`config.mk`:
```
export PLATFORM = sky130hd
export DESIGN_NAME = iter_divider
export DESIGN_NICKNAME = d
export VERILOG_FILES = /design/src/rtl/div_pkg.sv /design/src/rtl/div_prep.sv /design/src/rtl/div_step.sv /design/src/rtl/div_finish.sv /design/src/rtl/iter_divider.sv
export SDC_FILE = /design/constraint.sdc
export NUM_CORES = 1
export LEC_CHECK = 0
export BUFFER_PORTS_ARGS = -buffer_cell sky130_fd_sc_hd__buf_2
export CAP_MARGIN = 20
export CORE_MARGIN = 5
export CORE_UTILIZATION = 40
export CTS_CLUSTER_DIAMETER = 80
export DETAILED_ROUTE_END_ITERATION = 12
export PLACE_DENSITY = 0.62
export SLEW_MARGIN = 10
export SYNTH_ARGS = -nofsm -noshare
export SYNTH_HDL_FRONTEND = slang
export SYNTH_HIERARCHICAL = 1
export SYNTH_SLANG_ARGS = --single-unit
```
`constraint.sdc`:
```
create_clock -name clk -period 5.95 [get_ports clk]
set_input_delay 1.785 -clock clk [delete_from_list [all_inputs] [get_ports clk]]
set_output_delay 1.785 -clock clk [all_outputs]
set_load 0.1 [all_outputs]
```
`src/rtl/div_pkg.sv`:
```
package div_pkg;

    parameter int DIV_W = 16;
    localparam int DIVD_W = 2 * DIV_W;
    localparam int STEP_TOTAL = DIV_W + 2;
    localparam int CNT_W = $clog2(STEP_TOTAL);

    typedef enum logic [2:0] {
        MODE_S32  = 3'd0,
        MODE_U32  = 3'd1,
        MODE_S16  = 3'd2,
        MODE_U16  = 3'd3,
        MODE_FRAC = 3'd4
    } div_mode_e;

    // Working state carried between steps.
    typedef struct packed {
        logic [DIV_W-1:0] hi;      // partial remainder
        logic [DIV_W-1:0] lo;      // dividend bits out, quotient bits in
        logic [DIV_W-1:0] dmag;    // divisor magnitude
        logic             neg_n;   // dividend negative
        logic             neg_d;   // divisor negative
        logic             pre_ovf; // zero divisor or upper half too large
    } work_t;

    function automatic logic mode_is_signed(div_mode_e m);
        return (m == MODE_S32) || (m == MODE_S16) || (m == MODE_FRAC);
    endfunction

    // Brings the raw dividend to full width according to the mode.
    function automatic logic [DIVD_W-1:0] widen_dividend(div_mode_e m,
                                                         logic [DIVD_W-1:0] raw);
        logic [DIVD_W-1:0] w;
        case (m)
            MODE_S32, MODE_U32: w = raw;
            MODE_S16:  w = {{DIV_W{raw[DIV_W-1]}}, raw[DIV_W-1:0]};
            MODE_FRAC: w = {raw[DIV_W-1], raw[DIV_W-1:0], {(DIV_W-1){1'b0}}};
            default:   w = {{DIV_W{1'b0}}, raw[DIV_W-1:0]};
        endcase
        return w;
    endfunction

endpackage

```
`src/rtl/div_prep.sv`:
```
module div_prep
    import div_pkg::*;
(
    input  div_mode_e         mode_i,
    input  logic [DIVD_W-1:0] raw_n_i,
    input  logic [DIV_W-1:0]  raw_d_i,
    output work_t             work_o
);
    logic [DIVD_W-1:0] n_full;
    logic [DIVD_W-1:0] n_mag;
    logic [DIV_W-1:0]  d_mag;
    logic              sgn, n_neg, d_neg;

    always_comb begin
        n_full = widen_dividend(mode_i, raw_n_i);
        sgn    = mode_is_signed(mode_i);
        n_neg  = sgn & n_full[DIVD_W-1];
        d_neg  = sgn & raw_d_i[DIV_W-1];
        n_mag  = n_neg ? (~n_full + 1'b1) : n_full;
        d_mag  = d_neg ? (~raw_d_i + 1'b1) : raw_d_i;

        work_o.hi      = n_mag[DIVD_W-1:DIV_W];
        work_o.lo      = n_mag[DIV_W-1:0];
        work_o.dmag    = d_mag;
        work_o.neg_n   = n_neg;
        work_o.neg_d   = d_neg;
        work_o.pre_ovf = (d_mag == '0) || (n_mag[DIVD_W-1:DIV_W] >= d_mag);
    end
endmodule

```
`src/rtl/div_step.sv`:
```
module div_step
    import div_pkg::*;
(
    input  logic [DIV_W-1:0] hi_i,
    input  logic [DIV_W-1:0] lo_i,
    input  logic [DIV_W-1:0] dmag_i,
    output logic [DIV_W-1:0] hi_o,
    output logic [DIV_W-1:0] lo_o
);
    logic [DIV_W:0] trial;
    logic           take;

    always_comb begin
        trial = {hi_i, lo_i[DIV_W-1]};
        take  = (trial >= {1'b0, dmag_i});
        hi_o  = take ? DIV_W'(trial - {1'b0, dmag_i}) : trial[DIV_W-1:0];
        lo_o  = {lo_i[DIV_W-2:0], take};
    end
endmodule

```
`src/rtl/div_finish.sv`:
```
module div_finish
    import div_pkg::*;
(
    input  div_mode_e        mode_i,
    input  work_t            work_i,
    output logic [DIV_W-1:0] quot_o,
    output logic [DIV_W-1:0] rem_o,
    output logic             ovf_o
);
    localparam logic [DIV_W-1:0] NEG_LIMIT = {1'b1, {(DIV_W-1){1'b0}}};
    localparam logic [DIV_W-1:0] POS_LIMIT = ~NEG_LIMIT;

    logic neg_q, range_bad;

    always_comb begin
        neg_q = work_i.neg_n ^ work_i.neg_d;
        if (mode_is_signed(mode_i))
            range_bad = neg_q ? (work_i.lo > NEG_LIMIT) : (work_i.lo >= NEG_LIMIT);
        else
            range_bad = 1'b0;
        ovf_o  = work_i.pre_ovf | range_bad;
        quot_o = neg_q ? (~work_i.lo + 1'b1) : work_i.lo;
        rem_o  = work_i.neg_n ? (~work_i.hi + 1'b1) : work_i.hi;
        if ((mode_i == MODE_FRAC) && ovf_o && (work_i.dmag != '0))
            quot_o = neg_q ? NEG_LIMIT : POS_LIMIT;
    end
endmodule

```
`src/rtl/iter_divider.sv`:
```
module iter_divider
    import div_pkg::*;
(
    input  logic              clk,
    input  logic              rst,
    input  logic              start,
    input  logic              step_en,
    input  logic [2:0]        mode,
    input  logic [DIVD_W-1:0] dividend,
    input  logic [DIV_W-1:0]  divisor,
    output logic [DIV_W-1:0]  quotient,
    output logic [DIV_W-1:0]  remainder,
    output logic              done,
    output logic              busy,
    output logic              ovf
);
    localparam logic [CNT_W-1:0] LAST_STEP = CNT_W'(STEP_TOTAL - 1);
    localparam logic [CNT_W-1:0] LAST_BIT  = CNT_W'(DIV_W);

    div_mode_e         mode_q;
    logic [DIVD_W-1:0] raw_n_q;
    logic [DIV_W-1:0]  raw_d_q;
    work_t             work_q;
    work_t             prep_w;
    logic [CNT_W-1:0]  step_cnt;
    logic [DIV_W-1:0]  nxt_hi, nxt_lo, fin_q, fin_r;
    logic              fin_ovf;

    div_prep u_prep (
        .mode_i  (mode_q),
        .raw_n_i (raw_n_q),
        .raw_d_i (raw_d_q),
        .work_o  (prep_w)
    );

    div_step u_step (
        .hi_i   (work_q.hi),
        .lo_i   (work_q.lo),
        .dmag_i (work_q.dmag),
        .hi_o   (nxt_hi),
        .lo_o   (nxt_lo)
    );

    div_finish u_finish (
        .mode_i (mode_q),
        .work_i (work_q),
        .quot_o (fin_q),
        .rem_o  (fin_r),
        .ovf_o  (fin_ovf)
    );

    always_ff @(posedge clk) begin
        if (rst) begin
            mode_q    <= MODE_S32;
            raw_n_q   <= '0;
            raw_d_q   <= '0;
            work_q    <= '0;
            step_cnt  <= '0;
            busy      <= 1'b0;
            done      <= 1'b0;
            ovf       <= 1'b0;
            quotient  <= '0;
            remainder <= '0;
        end else if (start && !busy) begin
            mode_q   <= div_mode_e'(mode);
            raw_n_q  <= dividend;
            raw_d_q  <= divisor;
            step_cnt <= '0;
            busy     <= 1'b1;
            done     <= 1'b0;
            ovf      <= 1'b0;
        end else if (busy && step_en) begin
            step_cnt <= step_cnt + 1'b1;
            if (step_cnt == '0) begin
                work_q <= prep_w;
            end else if (step_cnt <= LAST_BIT) begin
                work_q.hi <= nxt_hi;
                work_q.lo <= nxt_lo;
            end else if (step_cnt == LAST_STEP) begin
                quotient  <= fin_q;
                remainder <= fin_r;
                ovf       <= fin_ovf;
                done      <= 1'b1;
                busy      <= 1'b0;
            end
        end
    end
endmodule

```
Yosys cells after proc, flatten, opt, wreduce, memory -nomap -nowiden
Cells that the tools add are included.
Widths: inputs -> output; s select.
{ "word_totals": {"ff_bits": 142, "in_bits": 55, "out_inout_bits": 35, "word_cells": 82} }
{ "op_classes": {"n_addsub": 6, "magnitude_cmp": 5, "eq_ne": 6, "n_mux": 17, "n_bitwise": 11, "n_reduce_logical": 22} }
{ "ops": {"columns": ["operator", "count"], "rows": [
  ["$mux 16", 6],
  ["$mux 32", 3],
  ["$pmux 32 s3", 1],
  ["$add 16x1->16 const B", 3],
  ["$not 16->16", 3],
  ["$add 32x1->32 const B", 1],
  ["$not 32->32", 1],
  ["$ge 17x16->1", 1],
  ["$ge 16x16->1", 1],
  ["$ge 16x16->1 const B", 1],
  ["$gt 16x16->1 const B", 1],
  ["$logic_not 16->1", 1],
  ["$reduce_bool 16->1", 1],
  ["$sub 16x16->16", 1],
  ["$reduce_and 4->1", 2],
  ["$mux 1", 7],
  ["$reduce_and 3->1", 2],
  ["$reduce_bool 2->1", 3],
  ["$add 5x1->5 const B", 1],
  ["$eq 5x5->1 const B", 1],
  ["$le 5x5->1 const B", 1],
  ["$logic_not 5->1", 1],
  ["$reduce_and 5->1", 1],
  ["$logic_and 1x1->1", 4],
  ["12 further kinds", 19]
]} }

Depth between registers and ports, before layout
Gate-level depths: netlist (run 1).
{ "logic_depth": {"depth_word": 8, "mapped_depth": 20, "ltp_nobuf": 16} }

Modules after synthesis
The synthesis (run 1) kept the hierarchy.
{ "modules_own_cells": {"columns": ["module", "n_inst", "cells_per_inst", "area_per_inst_um2"], "rows": [
  ["iter_divider", 1, 722, 6080.8],
  ["div_prep", 1, 281, 1889.3],
  ["div_step", 1, 172, 1285.0],
  ["div_finish", 1, 146, 914.6]
]} }

Least setup slack after synthesis (run 1)
OpenSTA, ideal clock, no wires.
{ "synth_timing": {"path_kind": "register -> register", "from": "register mode_q[2]", "to": "register work_q[0] in the netlist's numbering", "setup_time_ps": 132, "t_arrival_ps": 3873, "t_required_ps": 5818, "slack_ps": 1945, "stages_incl_launch_ff": 20, "n_path_buf": 4, "path_cell_list": "dfxtp_1 > buf_2 > or3b_1 > clkbuf_1 > clkbuf_1 > nand2_1 > ha_1 > clkbuf_1 > nand4_1 > nor2_1 > a21o_1 > xor2_1 > ha_1 > a21o_1 > a2111oi_0 > o21ai_0 > a221oi_1 > o41ai_2 > nand3_1 > a21oi_1"} }
{ "synth_lines": {"columns": ["element", "line_no", "rtl"], "rows": [
  ["from (decl)", "iter_divider.sv:20", "div_mode_e mode_q;"],
  ["from (signal assigned)", "iter_divider.sv:65", "mode_q <= div_mode_e'(mode);"],
  ["to (signal assigned)", "iter_divider.sv:75", "work_q <= prep_w;"],
  ["to (decl)", "iter_divider.sv:23", "work_t work_q;"]
]} }

==> flow_summary.yaml, run 1 <==
synthesis:
  synthMuxAreaShare_pct: 5.27
  ys_seq_area_share_pct: 28.0
  syn_nets: 1416
  synth_area_leader_cell: "dfxtp_1"
  synth.most_common_cell: "a21oi_1"
  avgSynthCellArea_um2: 7.70
  syn_area_um2: 10200
  synth_top_area_share_pct: 28.0
  synth_compound_area_share_pct: 28.6
  yosys.area_share.simple_pct: 18.1
  yosysWarnings: 6
  synthTopCellsByCount: "a21oi_1, nand2_1, dfxtp_1, inv_1, o21ai_0"
  netlist_instances: 1321
  ys.flop_type: "dfxtp_1"
  yosys-top-cells-area: "dfxtp_1, a21oi_1, nand2_1, ha_1, o21ai_0"
  yosysUniqueCellTypes: 80
  synth_top_family_by_area: "compound AO/OA/AOI/OAI gates"
  synth-adder-area-share_pct: 5.00
  ys_seq_elements: 142
  synthArstFlopShare_pct: 0
  synth-edff-count: 0
  synth-xor-area-share_pct: 5.86
setup_path:
  reg2reg_to: "work_q[0]"
  worst-setup-path-type: "flop to flop"
  reg2reg_from: "mode_q[2]"
  rr_worst_depth: 15
  crit_fanout: 17
  end_kind: "flop"
  arrival_ns: 4.85
  crit_path_start_kind: "flop"
  critPathRequiredTime_ns: 6.25
  r2r_setup_slack_ns: 1.40
clocking:
  cts-buffers-inserted: 17
  tritoncts: "yes"
  clock_sinks: 142
  clock_latency_ns: 0.43
  cts_hold_buf: 0
  cts_setup_buffers: 0
  clk_path_buf_depth: 2
  ctsResizeCount: 0
  h-tree-depth: 4
  cts_root_buf: "clkbuf_16"
  cts.clk_slew.worst_paths_ns: 0.07
placement:
  routabilityCongestion: 0.935
  placed_cell_area_um2: 10600
  dpl.hpwl_um: 20700
  port_buffers: 89
grt:
  grt_pass1_vias: 8851
  grt-ovfl-total: 0
  grt.total_usage_pct: 19.6
  grt_max_degree: 94
  grt_first_pass_wirelength_um: 46600
  antenna_found_initial: 0
routing:
  ant_nets: 0
  route.detailed.drc: 0
  vias_per_cell: 5.77
  route.vias.total: 9658
  firstDrtPassIters: 5
  wirelength_um: 28900
  drt_iter0_markers: 897
  wl_per_cell_um: 17.3
run:
  maxCapViolCount: 0
final_layout:
  synthToLayoutAreaGrowth_pct: 9.81
  diodes: 0
  final_area_um2: 11200
  drive_gt1_share_pct: 15.3
  fin_nets: 1425
timing:
  relSlewSlack_pct: 30.9
  setup_viol: 0
  fin_crit_sh_pct: 76.5
  hold_viol: 0
  skew_ns: 0.0125
  min_period_ns: 4.55
  tightest_slew_ns: 1.04
  grt_setup_unrepaired: "no"
  fmax_ghz: 0.220
  finalMaxSlewViolations: 0
  finalSetupTns_ns: 0
floorplan:
  start_util_pct: 40.5
  die_h_um: 169
  die_w_um: 169
  die_area_um2: 28700
  rows: 58
  ioPinCount: 90
  coreArea_um2: 25100
min_path:
  hold_path.class: "flop to flop"
  min_from: "raw_n_q[30]"
  min_path_cells: 2
  min_to: "raw_n_q[30]"
power:
  p_leak_uw: 0.00445
  power_density_nw_per_um2: 261
  ir_worst_vdd_mv: 0.174
status:
  status: "finished clean"
-- metal layers --
layer  track usage, %  vias up  share of wire, %
met3             2.98       50               5.5
li1                 -     4742                 -
met1             28.4     4571                50
met4             6.97        0               2.4
met5                0        -                 0
met2             29.6      295                42
-- worst max-delay path, cell delays in order (launching register included) --
cell and delay, ns:
dfxtp_1 0.59, or3b_1 0.65, nand2_1 0.20, ha_1 0.34, nand4_1 0.21, nor2_1 0.34, a21o_1 0.19, xor2_1 0.21
ha_1 0.28, a21o_1 0.17, a2111oi_0 0.41, o21ai_0 0.16, a221oi_1 0.38, o41ai_2 0.14, nand3_1 0.09, a21oi_1 0.07
-- worst max path at each step --
stage	from	endpoint	slack, ns	depth (start not counted)
after floorplan	mode_q[2]	work_q[0]	1.94	19
after global placement	mode_q[2]	work_q[0]	1.64	15
after detailed placement	mode_q[1]	work_q[0]	1.44	15
after CTS	mode_q[1]	work_q[0]	1.42	15
after global routing	mode_q[1]	work_q[0]	1.04	15
final	mode_q[2]	work_q[0]	1.40	15
-- flip-flops by register name (all words and copies together) (netlist names) --
| name | cells |
|---|---|
| work_q | 51 |
| raw_n_q | 32 |
| quotient | 16 |
| raw_d_q | 16 |
| remainder | 16 |
| step_cnt | 5 |
| mode_q | 3 |
| busy | 1 |
| done | 1 |
| ovf | 1 |
-- through the flow --
| step | util [%] | setup slack [ns] | std cells | hold WS, ns | power, µW |
|---|---|---|---|---|---|
| final | 44.5 | 1.40 | 1673 | 0.459 | 2910 |
| after floorplan | - | 1.94 | 1321 | 0.433 | 1730 |
| after global routing | 44.5 | 1.04 | 1673 | 0.482 | 3060 |
| after global placement | 42.0 | 1.64 | 1637 | 0.449 | 1890 |
| after CTS | 44.3 | 1.42 | 1669 | 0.462 | 2920 |
| after detailed placement | 42.0 | 1.44 | 1637 | 0.453 | 1900 |
-- logic make-up (layout without fill, tap and decap cells) --
family                   Yosys count  after routing
buffers and inverters            205            227
XOR/XNOR                          68             68
AO/OA/AOI/OAI                    448            448
adder cells (fa/ha/maj)           40             40
AND/OR/NAND/NOR                  369            369
multiplexers                      49             49
flip-flops                       142            142
-- power by group --
part | switching [µW] | leakage [µW] | total [µW] | internal, µW
Combinational | 480 | 0.00303 | 832 | 353
Clock | 468 | 0.000261 | 1020 | 548
Sequential | 72.5 | 0.00116 | 1060 | 990
-- area by class of cell --
type | instances | area [µm²]
inverter | 89 | 337
clock inverter | 14 | 128
tap | 330 | 413
multi-input combinational | 974 | 6420
sequential | 142 | 2840
clock buffer | 18 | 429
timing repair buffer | 106 | 599
fill | 2633 | 13900
-- cell usage in the layout, fill, tap and decap left out, types with 5 or more instances in the layout --
master | Yosys | final
a21o_1 | 10 | 10
inv_1 | 86 | 86
xor2_1 | 21 | 21
a311o_1 | 33 | 33
nand2_1 | 149 | 149
ha_1 | 39 | 39
or4_1 | 10 | 10
a221oi_1 | 14 | 14
mux2_4 | 8 | 8
buf_4 | 23 | 14
clkbuf_16 | 0 | 17
dfxtp_1 | 142 | 142
o41ai_1 | 5 | 5
o21ai_1 | 11 | 11
a31oi_1 | 11 | 11
a211oi_1 | 6 | 6
o22a_1 | 6 | 6
nand2b_1 | 13 | 12
o21a_1 | 6 | 6
a21oi_2 | 32 | 31
o31ai_1 | 7 | 7
a21oi_1 | 188 | 188
o21ai_0 | 83 | 83
nor4_1 | 11 | 11
xnor2_1 | 47 | 47
nand4_1 | 8 | 8
nand3_1 | 69 | 69
nor3_1 | 9 | 9
mux2i_1 | 37 | 37
or3_1 | 10 | 10
buf_2 | 16 | 88
nor2_1 | 51 | 51
(Power assumes the default switching activity.)
==> run 2: changes to the inputs <==
Settings changed: ABC_AREA set to 1, PLACE_DENSITY 0.62 to 0.64.
Clock period 5.95 ns to 3.7 ns, I/O delays scaled along.
==> flow_summary.yaml, run 2 <==
status:
  status: "finished clean"
min_path:
  hold_path.class: "flop to flop"
  min_from: "done"
  min_path_cells: 2
  min_to: "done"
setup_path:
  critPathRequiredTime_ns: 4.02
  r2r_setup_slack_ns: 0.40
  worst-setup-path-type: "flop to flop"
  worst_path_largest_cell_delay_ns: 0.39
  reg2reg_to: "work_q[0]"
  crit_fanout: 28
  rr_worst_depth: 25
  end_kind: "flop"
  reg2reg_from: "mode_q[0]"
  cp_slowest_cell: "dfxtp_1"
  arrival_ns: 3.62
  crit_path_start_kind: "flop"
synthesis:
  ys_seq_area_share_pct: 26.3
  synthTopCellsByCount: "nand2_1, nor2_1, inv_1, dfxtp_1, nand3_1"
  synth-edff-count: 0
  netlist_instances: 1898
  syn_nets: 1993
  synth_top_area_share_pct: 26.3
  yosysWarnings: 6
  ys_seq_elements: 142
  synth.most_common_cell: "nand2_1"
  syn_area_um2: 10800
  synth_area_leader_cell: "dfxtp_1"
  yosysUniqueCellTypes: 34
  yosys-top-cells-area: "dfxtp_1, nand2_1, nor2_1, inv_1, nand3_1"
  synthArstFlopShare_pct: 0
  ys.flop_type: "dfxtp_1"
  avgSynthCellArea_um2: 5.69
final_layout:
  synthToLayoutAreaGrowth_pct: 10.3
  largest_reg_flops: 51
  diodes: 0
  nFillCells: 2924
  fin_nets: 2031
  regArea_um2: 2840
  reg.largest.list: "work_q x51, raw_n_q x32"
  mostFrequentLayoutCells: "nand2_1, nor2_1, inv_1"
  final_area_um2: 11900
  largest_register: "work_q"
  multi_input_area_um2: 6420
  drive_gt1_share_pct: 10.1
  layout_commonest_cell: "nand2_1"
  utilization_pct: 44.4
routing:
  dr_wl_met3_um: 1480
  wl_per_cell_um: 12.8
  route.vias.total: 10785
  wirelength_um: 29300
  drt_iter0_markers: 894
  vias_per_cell: 4.71
  dr_wl_met2_um: 12400
  drt-met1-wl_um: 14800
  route.detailed.drc: 0
  ant_nets: 0
  routed.top_layer: "met4"
  firstDrtPassIters: 5
placement:
  routabilityCongestion: 0.945
  dpl.hpwl_um: 21900
  placed_cell_area_um2: 11300
  pre_cts_ws_ns: 0.317
  port_buffers: 89
timing:
  fin_crit_sh_pct: 89.2
  tightest_slew_ns: 0.660
  relSlewSlack_pct: 55.8
  setup_ws_ns: 0.399
  hold_viol: 0
  skew_ns: 0.0107
  finalSetupTns_ns: 0
  min_period_ns: 3.30
  finalMaxSlewViolations: 0
  fmax_ghz: 0.303
  setup_viol: 0
power:
  p_leak_uw: 0.00642
  ir_worst_vdd_mv: 0.302
  power_density_nw_per_um2: 437
  power_uw: 5210
clocking:
  clk_path_buf_depth: 2
  tritoncts: "yes"
  cts-buffers-inserted: 17
  cts.clk_slew.worst_paths_ns: 0.07
  h-tree-depth: 4
  cts_hold_buf: 0
  clock_sinks: 142
  clock_latency_ns: 0.43
  cts_root_buf: "clkbuf_16"
grt:
  grt_first_pass_wirelength_um: 48400
  grt_max_degree: 84
  grt_pass1_vias: 9828
  antenna_found_initial: 0
  grt-ovfl-total: 0
  grt.total_usage_pct: 19.0
floorplan:
  die_area_um2: 30400
  die_h_um: 174
  die_w_um: 174
  ioPinCount: 90
  rows: 60
  coreArea_um2: 26800
  start_util_pct: 40.3
run:
  maxCapViolCount: 0
-- run 2: cell count changes after synthesis, moves of 32 or more --
| cell | before | now |
|---|---|---|
| inv_1 | 86 | 257 |
| mux2i_1 | 37 | 0 |
| nand2_1 | 149 | 536 |
| nor2_1 | 51 | 432 |
| a21oi_1 | 188 | 27 |
| a311o_1 | 33 | 0 |
| a21oi_2 | 32 | 0 |
| nand3_1 | 69 | 123 |
-- run 2: power breakdown --
group / total (µW) / leakage, µW / switching (µW) / internal (µW)
clock network: 1740 / 0.000287 / 705 / 1030
registers: 1730 / 0.00116 / 115 / 1620
logic: 1740 / 0.00497 / 1140 / 594
-- run 2: cell families (layout without fill, tap and decap cells) --
logic type               count (synthesis)  after routing  synth area share, %
AO/OA/AOI/OAI                          139            139                 6.56
XOR/XNOR                                49             49                 3.97
adder cells (fa/ha/maj)                 40             40                 4.70
buffers and inverters                  361            412                 14.2
flip-flops                             142            142                 26.3
AND/OR/NAND/NOR                       1167           1167                 44.2
-- run 2: stage by stage --
stage               cells  hold slack (ns)
floorplan            1898            0.435
global placement     2254            0.447
detailed placement   2254            0.453
CTS                  2286            0.469
global route         2290            0.497
finish               2290            0.465
-- run 2: layout make-up --
class / count / share of cell area (%)
Multi-Input combinational cell: 1395 / 53.9
Inverter: 272 / 8.58
Sequential cell: 142 / 23.9
Tap cell: 341 / 3.58
Clock buffer: 20 / 3.83
Timing Repair Buffer: 108 / 5.04
Clock inverter: 12 / 1.16
-- run 2: critical path: cells and delay by family, from the launching register on --
kind	cells	cell delay, ns
buf+inv	4	0.27
simple gates	16	1.86
flops	1	0.39
fa+ha+maj	2	0.41
compound gates	3	0.27
-- run 2: repair_timing --
| item | in CTS | in global routing |
|---|---|---|
| buffers inserted | 0 | 4 |
| resized for setup | 0 | 2 |
| setup endpoints to repair | 0 | 1 |
-- run 2: worst max-delay path by stage --
stage | endpoint | from | slack (ns) | cells past startpoint
2_1_floorplan | work_q[0] | mode_q[1] | 0.69 | 27
3_3_place_gp | work_q[0] | mode_q[1] | 0.40 | 21
3_5_place_dp | work_q[0] | mode_q[1] | 0.32 | 25
4_1_cts | work_q[0] | mode_q[1] | 0.30 | 25
5_1_grt | work_q[0] | mode_q[1] | -0.01 | 21
6_report | work_q[0] | mode_q[0] | 0.40 | 25
-- run 2: layer usage --
metal  global-route usage [%]  vias to the layer above
met5                        0                        -
met4                     5.54                        0
met3                     3.37                       43
met2                     28.9                      282
met1                     27.5                     4635
li1                         -                     5825
==> run 3: changes to the inputs <==
Settings changed: PLACE_DENSITY 0.64 to 0.62.
Clock period 3.7 ns to 4.2 ns, I/O delays scaled along.
==> flow_summary.yaml, run 3 (same netlist as run 2, synthesis figures left out) <==
setup_path:
  end_kind: "flop"
  crit_fanout: 28
  worst_path_largest_cell_delay_ns: 0.76
  critPathLaunch: "mode_q[2]"
  crit_chain: "nand2_4 > inv_1 > nor2_1 > inv_1 > ha_1 > nand2_1 > nor2_2 > nand2_1 > nor2_1 > nor2_1 > xor2_1 > ha_1 > nand2_1 > o21ai_0 > a21oi_1 > o21ai_0 > nor2_1 > nand2_1 > o21ai_0 > nor2_1"
  reg2reg_from: "mode_q[2]"
  r2r_setup_slack_ns: 0.66
  crit_path_start_kind: "flop"
  rr_worst_depth: 20
  critPathRequiredTime_ns: 4.52
  path_common_cell: "nor2_1"
  cp_slowest_cell: "dfxtp_1"
  reg2reg_to: "work_q[0]"
  worst-setup-path-type: "flop to flop"
  arrival_ns: 3.86
routing:
  route.vias.total: 10756
  ant_nets: 0
  firstDrtPassIters: 6
  vias_per_cell: 4.71
  route.detailed.drc: 0
  drt_iter0_markers: 857
  wirelength_um: 29400
  wl_per_cell_um: 12.8
power:
  ir_worst_vdd_mv: 0.216
  power_density_nw_per_um2: 385
  power_uw: 4570
  p_leak_uw: 0.00637
final_layout:
  layout_commonest_cell: "nand2_1"
  mostFrequentLayoutCells: "nand2_1, nor2_1, inv_1"
  diodes: 0
  drive_gt1_share_pct: 9.77
  largest_register: "work_q"
  fin_nets: 2027
  reg.largest.list: "work_q x51, raw_n_q x32"
  synthToLayoutAreaGrowth_pct: 9.73
  largest_reg_flops: 51
status:
  status: "finished clean"
grt:
  use_met1_pct: 27.6
  grt_use_met2_pct: 30.6
  grt_first_pass_wirelength_um: 49500
  grt_pass1_vias: 10119
  use_met3_pct: 2.98
  grt.busiest_layer: "met2"
  grt.total_usage_pct: 19.4
  grt_max_degree: 66
  grt-ovfl-total: 0
  antenna_found_initial: 0
min_path:
  hold_path.class: "flop to flop"
  min_path_cells: 2
  min_to: "done"
  min_from: "done"
clocking:
  h-tree-depth: 4
  cts_hold_buf: 0
  clock_latency_ns: 0.43
  ctsResizeCount: 0
  clock_sinks: 142
  tritoncts: "yes"
  cts_setup_buffers: 0
  cts-buffers-inserted: 17
  cts.clk_slew.worst_paths_ns: 0.06
  cts_root_buf: "clkbuf_16"
  clk_path_buf_depth: 2
timing:
  hold_viol: 0
  finalMaxSlewViolations: 0
  fin_crit_sh_pct: 84.2
  grt_setup_unrepaired: "no"
  finalSetupTns_ns: 0
  skew_ns: 0.0134
  min_period_ns: 3.54
  relSlewSlack_pct: 54.3
  fmax_ghz: 0.283
  setup_viol: 0
  tightest_slew_ns: 0.684
floorplan:
  die_h_um: 174
  start_util_pct: 40.3
  ioPinCount: 90
  coreArea_um2: 26800
  die_w_um: 174
  die_area_um2: 30400
  rows: 60
placement:
  dpl.hpwl_um: 22100
  port_buffers: 89
  routabilityCongestion: 0.899
run:
  maxCapViolCount: 0
run 3: cell types whose count changed in the layout (fill, tap and decap cells not counted), sizes merged:
cell      previous run  this run
inv                271       273
clkinvlp             2         6
clkinv               9         3
buf                108       104
run 3: critical path, delay by kind of cell, from the launching register on:
kind                     cells  cell delay, ns
adder cells (fa/ha/maj)      2            0.43
XOR/XNOR                     1            0.22
buffers and inverters        2            0.20
AO/OA/AOI/OAI                4            0.48
flip-flops                   1            0.76
AND/OR/NAND/NOR             11            1.31
run 3: power breakdown:
group          internal (µW)  switching (µW)  leakage (µW)  total [µW]
combinational            515            1010       0.00494        1520
sequential              1420             102       0.00116        1530
clock                    894             627      0.000266        1520
total                   2830            1730       0.00637        4570
run 3: cell type report:
| class | count | area (µm²) |
|---|---|---|
| clock buffers | 20 | 447 |
| clock inverters | 12 | 136 |
| fillers | 2968 | 14900 |
| inverters | 272 | 1020 |
| multi-input cells | 1395 | 6420 |
| flip-flops and latches | 142 | 2840 |
| well taps | 341 | 427 |
| repair buffers | 104 | 558 |
run 3: worst max path at each step:
stage | to | slack [ns] | cells after the start
2_1_floorplan | work_q[0] | 1.19 | 27
3_3_place_gp | work_q[0] | 0.80 | 24
3_5_place_dp | work_q[0] | 0.71 | 20
4_1_cts | work_q[0] | 0.70 | 20
5_1_grt | work_q[0] | 0.16 | 20
6_report | work_q[0] | 0.66 | 20
run 3: layer usage:
| layer | part of all wire (%) | up-vias |
|---|---|---|
| met2 | 43 | 268 |
| met4 | 1.3 | 0 |
| met1 | 51 | 4638 |
| met3 | 4.7 | 29 |
| met5 | 0 | - |
| li1 | - | 5821 |
run 3: metrics by stage:
stage                     area [µm²]  worst slack (ns)  util [%]  hold WS [ns]  std cells
final                          11900             0.663      44.2         0.465       2286
after global placement         11300             0.798      42.0         0.446       2254
after detailed placement       11300             0.707      42.0         0.454       2254
after floorplan                10800              1.19         -         0.435       1898
after global routing           11900             0.163      44.2         0.492       2286
after CTS                      11900             0.701      44.2         0.468       2286
